`src/rtl/mstb_pkg.sv`:
```
package mstb_pkg;

  typedef enum logic [1:0] {
    PH_IDLE   = 2'd0,
    PH_SETUP  = 2'd1,
    PH_STROBE = 2'd2,
    PH_HOLD   = 2'd3
  } phase_e;

  typedef enum logic [1:0] {
    AK_CODE   = 2'd0,
    AK_DREAD  = 2'd1,
    AK_DWRITE = 2'd2,
    AK_NONE   = 2'd3
  } kind_e;

  typedef struct packed {
    kind_e      kind;
    logic [1:0] be;
    logic       top_seg;
    logic       fast;
  } acc_t;

endpackage

```
`src/rtl/mstb_seq.sv`:
```
module mstb_seq
  import mstb_pkg::*;
#(
  parameter int WS_W = 3
) (
  input  logic            clk,
  input  logic            rst,
  input  logic            start,
  input  logic [WS_W-1:0] ws,
  output phase_e          phase_q,
  output phase_e          phase_nxt,
  output logic            busy,
  output logic            done
);

  logic [WS_W-1:0] cnt_q, cnt_nxt;

  always_comb begin
    phase_nxt = phase_q;
    cnt_nxt   = cnt_q;
    unique case (phase_q)
      PH_IDLE: begin
        if (start) begin
          phase_nxt = PH_SETUP;
          cnt_nxt   = ws;
        end
      end
      PH_SETUP:  phase_nxt = PH_STROBE;
      PH_STROBE: begin
        if (cnt_q == '0) phase_nxt = PH_HOLD;
        else             cnt_nxt   = cnt_q - 1'b1;
      end
      PH_HOLD:   phase_nxt = PH_IDLE;
      default:   phase_nxt = PH_IDLE;
    endcase
  end

  always_ff @(posedge clk) begin
    if (rst) begin
      phase_q <= PH_IDLE;
      cnt_q   <= '0;
    end else begin
      phase_q <= phase_nxt;
      cnt_q   <= cnt_nxt;
    end
  end

  assign busy = (phase_q != PH_IDLE);
  assign done = (phase_q == PH_HOLD);


  setup_to_strobe_chk: assert property (@(posedge clk) disable iff (rst)
    (phase_q == PH_SETUP) |=> (phase_q == PH_STROBE));


  hold_to_idle_chk: assert property (@(posedge clk) disable iff (rst)
    (phase_q == PH_HOLD) |=> (phase_q == PH_IDLE));

endmodule

```
`src/rtl/mstb_dec.sv`:
```
module mstb_dec
  import mstb_pkg::*;
(
  input  acc_t   acc,
  input  phase_e ph,
  input  logic   lock,
  output logic   pm_a,
  output logic   rd_a,
  output logic   dm_a,
  output logic   wl_a,
  output logic   wh_a
);

  logic act, stb, is_data, safe;

  always_comb begin
    act     = (ph != PH_IDLE);
    stb     = (ph == PH_STROBE);
    is_data = (acc.kind == AK_DREAD) || (acc.kind == AK_DWRITE);
    safe    = !acc.top_seg && !lock;

    pm_a = (acc.kind == AK_CODE) && act;
    rd_a = ((acc.kind == AK_CODE) || (acc.kind == AK_DREAD)) && stb;
    wl_a = (acc.kind == AK_DWRITE) && acc.be[0] && safe && stb;
    wh_a = (acc.kind == AK_DWRITE) && acc.be[1] && safe && stb;

    if (acc.fast) dm_a = is_data && safe && act;
    else          dm_a = is_data && safe && (rd_a || wl_a || wh_a);
  end

endmodule

```
`src/rtl/mstb_out.sv`:
```
module mstb_out (
  input  logic clk,
  input  logic rst,
  input  logic pwr_fail_n,
  input  logic fast_nxt,
  input  logic pm_a,
  input  logic rd_a,
  input  logic dm_a,
  input  logic wl_a,
  input  logic wh_a,
  output logic lock_nxt,
  output logic pm_cs_n,
  output logic dm_cs_n,
  output logic rd_n,
  output logic wrl_n,
  output logic wrh_n
);

  logic lock_q;
  logic fast_q;

  assign lock_nxt = lock_q || !pwr_fail_n;

  always_ff @(posedge clk) begin
    if (rst) begin
      lock_q  <= 1'b0;
      fast_q  <= 1'b0;
      pm_cs_n <= 1'b1;
      dm_cs_n <= 1'b1;
      rd_n    <= 1'b1;
      wrl_n   <= 1'b1;
      wrh_n   <= 1'b1;
    end else begin
      lock_q  <= lock_nxt;
      fast_q  <= fast_nxt;
      pm_cs_n <= !pm_a;
      dm_cs_n <= !(dm_a && !lock_nxt);
      rd_n    <= !rd_a;
      wrl_n   <= !(wl_a && !lock_nxt);
      wrh_n   <= !(wh_a && !lock_nxt);
    end
  end


  lock_sticky_chk: assert property (@(posedge clk) disable iff (rst)
    lock_q |=> lock_q);


  lock_quiet_chk: assert property (@(posedge clk) disable iff (rst)
    lock_q |-> (dm_cs_n && wrl_n && wrh_n));


  rd_wr_excl_chk: assert property (@(posedge clk) disable iff (rst)
    !rd_n |-> (wrl_n && wrh_n));


  cs_excl_chk: assert property (@(posedge clk) disable iff (rst)
    pm_cs_n || dm_cs_n);


  lowpow_gate_chk: assert property (@(posedge clk) disable iff (rst)
    (!dm_cs_n && !fast_q) |-> (!rd_n || !wrl_n || !wrh_n));

endmodule

```
`src/rtl/mem_strobe_gen.sv`:
```
module mem_strobe_gen
  import mstb_pkg::*;
#(
  parameter int   SEG_W    = 4,
  parameter int   WS_W     = 3,
  parameter logic MODE_RST = 1'b0
) (
  input  logic             clk,
  input  logic             rst,
  input  logic             req_valid,
  input  logic [1:0]       req_kind,
  input  logic [1:0]       req_be,
  input  logic [SEG_W-1:0] req_seg,
  input  logic [WS_W-1:0]  req_wait,
  input  logic             mode_we,
  input  logic             mode_fast,
  input  logic             pwr_fail_n,
  output logic             busy,
  output logic             done,
  output logic             pm_cs_n,
  output logic             dm_cs_n,
  output logic             rd_n,
  output logic             wrl_n,
  output logic             wrh_n
);

  logic   mode_q;
  acc_t   acc_q, acc_in, acc_nxt;
  logic   start;
  phase_e phase_q, phase_nxt;
  logic   lock_nxt;
  logic   pm_a, rd_a, dm_a, wl_a, wh_a;

  assign start = req_valid && !busy && (req_kind != AK_NONE);

  always_comb begin
    acc_in.kind    = kind_e'(req_kind);
    acc_in.be      = req_be;
    acc_in.top_seg = &req_seg;
    acc_in.fast    = mode_q;
    acc_nxt        = start ? acc_in : acc_q;
  end

  always_ff @(posedge clk) begin
    if (rst) begin
      mode_q <= MODE_RST;
      acc_q  <= '{kind: AK_NONE, be: 2'b00, top_seg: 1'b0, fast: 1'b0};
    end else begin
      if (mode_we) mode_q <= mode_fast;
      acc_q <= acc_nxt;
    end
  end

  mstb_seq #(.WS_W(WS_W)) u_seq (
    .clk       (clk),
    .rst       (rst),
    .start     (start),
    .ws        (req_wait),
    .phase_q   (phase_q),
    .phase_nxt (phase_nxt),
    .busy      (busy),
    .done      (done)
  );

  mstb_dec u_dec (
    .acc  (acc_nxt),
    .ph   (phase_nxt),
    .lock (lock_nxt),
    .pm_a (pm_a),
    .rd_a (rd_a),
    .dm_a (dm_a),
    .wl_a (wl_a),
    .wh_a (wh_a)
  );

  mstb_out u_out (
    .clk        (clk),
    .rst        (rst),
    .pwr_fail_n (pwr_fail_n),
    .fast_nxt   (acc_nxt.fast),
    .pm_a       (pm_a),
    .rd_a       (rd_a),
    .dm_a       (dm_a),
    .wl_a       (wl_a),
    .wh_a       (wh_a),
    .lock_nxt   (lock_nxt),
    .pm_cs_n    (pm_cs_n),
    .dm_cs_n    (dm_cs_n),
    .rd_n       (rd_n),
    .wrl_n      (wrl_n),
    .wrh_n      (wrh_n)
  );


  strobe_in_busy_chk: assert property (@(posedge clk) disable iff (rst)
    (!rd_n || !wrl_n || !wrh_n || !pm_cs_n || !dm_cs_n) |-> busy);


  no_restart_chk: assert property (@(posedge clk) disable iff (rst)
    (busy && !done) |=> busy);

endmodule

```
`config.mk`:
```
export PLATFORM = sky130hd
export DESIGN_NAME = mem_strobe_gen
export DESIGN_NICKNAME = d
export VERILOG_FILES = /design/src/rtl/mstb_pkg.sv /design/src/rtl/mstb_seq.sv /design/src/rtl/mstb_dec.sv /design/src/rtl/mstb_out.sv /design/src/rtl/mem_strobe_gen.sv
export SDC_FILE = /design/constraint.sdc
export NUM_CORES = 1
export LEC_CHECK = 0
export CORE_MARGIN = 3
export CORE_UTILIZATION = 60
export CTS_CLUSTER_SIZE = 16
export DETAILED_ROUTE_END_ITERATION = 10
export DONT_BUFFER_PORTS = 1
export GPL_ROUTABILITY_DRIVEN = 1
export PLACE_DENSITY = 0.82
export SLEW_MARGIN = 20
export SYNTH_ARGS = -nofsm -noshare
export SYNTH_HDL_FRONTEND = slang
export SYNTH_SLANG_ARGS = --single-unit
```
`constraint.sdc`:
```
create_clock -name clk -period 2.35 [get_ports clk]
set_input_delay 0.3525 -clock clk [delete_from_list [all_inputs] [get_ports clk]]
set_output_delay 0.3525 -clock clk [all_outputs]
set_load 0.01 [all_outputs]
```
==> reports/qor.csv <==
metric,value,unit
status,finished clean,
Critical Path Slowest Stage Cell,sky130_fd_sc_hd__dfxtp_1,
Post-Place Setup Slack,0.251,ns
input/output buffers,0,
setup bufs post-CTS,0,
clock power share,14.5,%
starting DRC count in detailed routing,7,
Worst-Margin Slew,0.425,ns
most frequent cells in the layout,"sky130_fd_sc_hd__dfxtp_1, sky130_fd_sc_hd__nor2_1, sky130_fd_sc_hd__inv_1, sky130_fd_sc_hd__ha_1",
"CTS clk-pin slew, worst paths",0.09,ns
headroom to the max-slew limit,71.7,%
number of nets in the layout,134,
part of the power in combinational logic,47.3,%
cell-by-cell trace of the critical path,inv_1 > ha_1 > nand2_2 > nor2_1 > o22ai_1 > ha_1 > nor2_1 > nand3_1 > a311o_1,
Final Power,1.01,mW
Core Rows,13,
total number of H-tree levels,1,
VDD IR-drop max,0.651,mV
standby leakage power,0.410,nW
count of distinct cell types in the synthesized netlist,34,
global-route wire length before repair,2780,um
CTS sink cnt,18,
Initial Utilization,67.9,%
buffer cell driving the clock tree root,sky130_fd_sc_hd__clkbuf_4,
share of final-layout standard cells stronger than drive strength 1,9.35,%
netlist area before placement,938,sq um
Critical Path Max Stage Delay,0.38,ns
HPWL after detailed placement,1420,um
sequential cell fraction of total power,38.2,%
remaining global-route overflow,0,
unrepaired setup endpoints after global routing,false,
MaxCap Viol Count,0,
largest clock skew in the final design,0.00426,ns
number of fillers in the final layout,107,
post-layout minimum cycle time,2.11,ns
Chip Height,45.5,um
"Largest delay share family, worst path",compound AO/OA/AOI/OAI gates,
number of hold-repair buffers added at the cts stage,0,
GRT Overall Usage,18.6,%
Setup crit end kind,register,
number of gates resized after cts,0,
"Worst Setup Slack, final",0.244,ns
final period utilization,89.6,%
total power divided by cell area,1040,nW/um^2
buffer levels on the longest clock path,2,
area taken by multi-input logic gates,524,sq um
post-synthesis instance total,106,
crit path DAT,2.29,ns
total via count after detailed routing,721,
switching part of the total,39.9,%
via/cell ratio,5.91,
number of detailed-route iterations in the first pass,4,
sequential cell area,360,sq um
GP Congestion,0.814,
Die ar.,2070,sq um
antenna violations before repair,0,
vias in the first global route,690,
Avg WL per Cell,14.4,um
Skew-Pair Late Insertion Delay,0.29,ns
Antenna Diode Count,0,
IO Count,24,
die width,45.5,um
share of the yosys chip area belonging to registers,38.4,%
area added between synthesis and finish,3.07,%
TritonCTS clock tree,done,
Sum Neg Setup Slack,0,ns
net switching power,0.402,mW
critical path start-end classification,reg -> reg,
pin count of the biggest net entering global routing,17,
Antenna Nets Post-Route,0,
CTS buffer count,3,
post-detailed-route DRC marker count,0,
Buf/Inv on CP,1,
WHS,0.119,ns
number of endpoints with negative hold slack in the final report,0,
final number of setup-violating endpoints,0,
Slew Limit Fails,0,
total routed wirelength,1760,um
Int Pwr,0.607,mW
worst hold-check path type,in -> reg,
Core ar.,1380,sq um
most frequent standard cell in the layout excluding fill and tap cells,sky130_fd_sc_hd__dfxtp_1,
Avg Synthesized Cell Area,8.85,sq um
kind of start point of the critical path,register,
Worst Path Max Fanout,9,
top achievable clock speed,475,MHz
number of nets produced by synthesis,131,
Yosys reg bits,18,
required time of the worst setup path,2.53,ns
Yosys warning count,0,
state kept, by name, summed over array words and instances, names as in the netlist:
name / count
acc_q: 6
mode_q: 1
u_out.dm_cs_n: 1
u_out.lock_q: 1
u_out.pm_cs_n: 1
u_out.rd_n: 1
u_out.wrh_n: 1
u_out.wrl_n: 1
u_seq.cnt_q: 3
u_seq.phase_q: 2
per-stage QoR:
stage | cell area (sq um) | utilization (%) | instances
after floorplan | 938 | - | 106
after global placement | 945 | 68.3 | 119
after detailed placement | 945 | 68.3 | 119
after CTS | 967 | 70.0 | 122
after global routing | 967 | 70.0 | 122
final | 967 | 70.0 | 122
logic make-up (layout without fill, tap and decap cells):
logic type | after synthesis | count (layout) | share of synthesized area, %
AND/OR/NAND/NOR | 43 | 43 | 23.3
AO/OA/AOI/OAI | 19 | 19 | 15.5
flip-flops | 18 | 18 | 38.4
adder cells (fa/ha/maj) | 8 | 8 | 10.7
buffers and inverters | 12 | 13 | 5.73
multiplexers | 6 | 6 | 6.40
synth_stat cells:
master                     number  area (sq um)
sky130_fd_sc_hd__a21oi_4        1          16.3
sky130_fd_sc_hd__mux2i_1        6          60.1
sky130_fd_sc_hd__or2_1          1          6.26
sky130_fd_sc_hd__inv_1          9          33.8
sky130_fd_sc_hd__o211ai_1       1          7.51
sky130_fd_sc_hd__nor4b_1        1          8.76
sky130_fd_sc_hd__nand3b_1       1          7.51
sky130_fd_sc_hd__buf_6          1          11.3
sky130_fd_sc_hd__a21oi_1        6          30.0
sky130_fd_sc_hd__nand3_1        1          5.00
sky130_fd_sc_hd__and2_1         1          6.26
sky130_fd_sc_hd__and2_4         1          8.76
sky130_fd_sc_hd__buf_2          1          5.00
sky130_fd_sc_hd__or3b_2         1          8.76
sky130_fd_sc_hd__nand2b_1       6          37.5
sky130_fd_sc_hd__ha_1           8           100
sky130_fd_sc_hd__nor2b_1        2          12.5
sky130_fd_sc_hd__dfxtp_1       18           360
sky130_fd_sc_hd__o22ai_1        3          18.8
sky130_fd_sc_hd__o22a_1         1          8.76
sky130_fd_sc_hd__a31o_1         1          8.76
sky130_fd_sc_hd__clkbuf_1       1          3.75
sky130_fd_sc_hd__a32oi_2        1          16.3
sky130_fd_sc_hd__a211oi_1       1          7.51
sky130_fd_sc_hd__nor3_1         2          10.0
sky130_fd_sc_hd__o21ai_0        1          5.00
sky130_fd_sc_hd__o21ai_1        1          5.00
sky130_fd_sc_hd__nand4_1        2          12.5
sky130_fd_sc_hd__nor2_1        17          63.8
sky130_fd_sc_hd__a21boi_2       1          11.3
sky130_fd_sc_hd__and3_1         1          6.26
sky130_fd_sc_hd__a311o_1        1          10.0
sky130_fd_sc_hd__nand2_2        1          6.26
sky130_fd_sc_hd__nand2_1        5          18.8
path summary, 6_finish.rpt:
kind                                    start                     endpoint  slack, ns  depth (start not counted)
setup / recovery  u_seq.phase_q[0]$_SDFF_PP0_     u_out.dm_cs_n$_SDFF_PP1_       0.24                          9
hold / removal                            rst  u_seq.cnt_q[2]$_SDFFE_PP0P_       0.12                          1
setup reg to reg  u_seq.phase_q[0]$_SDFF_PP0_     u_out.dm_cs_n$_SDFF_PP1_       0.24                          9
hold reg to reg       u_out.lock_q$_SDFF_PP0_      u_out.lock_q$_SDFF_PP0_       0.48                          2
worst reg2reg max path, delay by kind of cell, from the launching register on:
kind / cells / cell delay (ns)
adders and majority gates: 2 / 0.53
buffers and inverters: 1 / 0.11
and+or+nand+nor: 4 / 0.40
DFF: 1 / 0.38
AOI/OAI and AO/OA: 2 / 0.57
area by class of cell:
cell class / count / share of cell area, %
well taps: 15 / 1.94
inverters: 9 / 3.49
repair buffers: 1 / 0.776
flip-flops and latches: 18 / 37.3
clock buffers: 3 / 2.33
multi-input cells: 76 / 54.2
power groups by stage:
stage                     clock (mW)  sequential, mW  combinational [mW]
after floorplan                    0           0.386               0.398
after global placement             0           0.391               0.449
after detailed placement           0           0.393               0.477
after CTS                      0.153           0.386               0.478
after global routing           0.161           0.392               0.533
final                          0.147           0.386               0.477
metal layers:
layer	global-route usage, %	up-vias	wire length (um)
met5	0	-	0
li1	-	365	-
met2	34.3	13	936
met4	9.36	0	17
met1	19.6	341	741
met3	3.56	2	66
No activity file was read; power rests on OpenSTA's default activity.
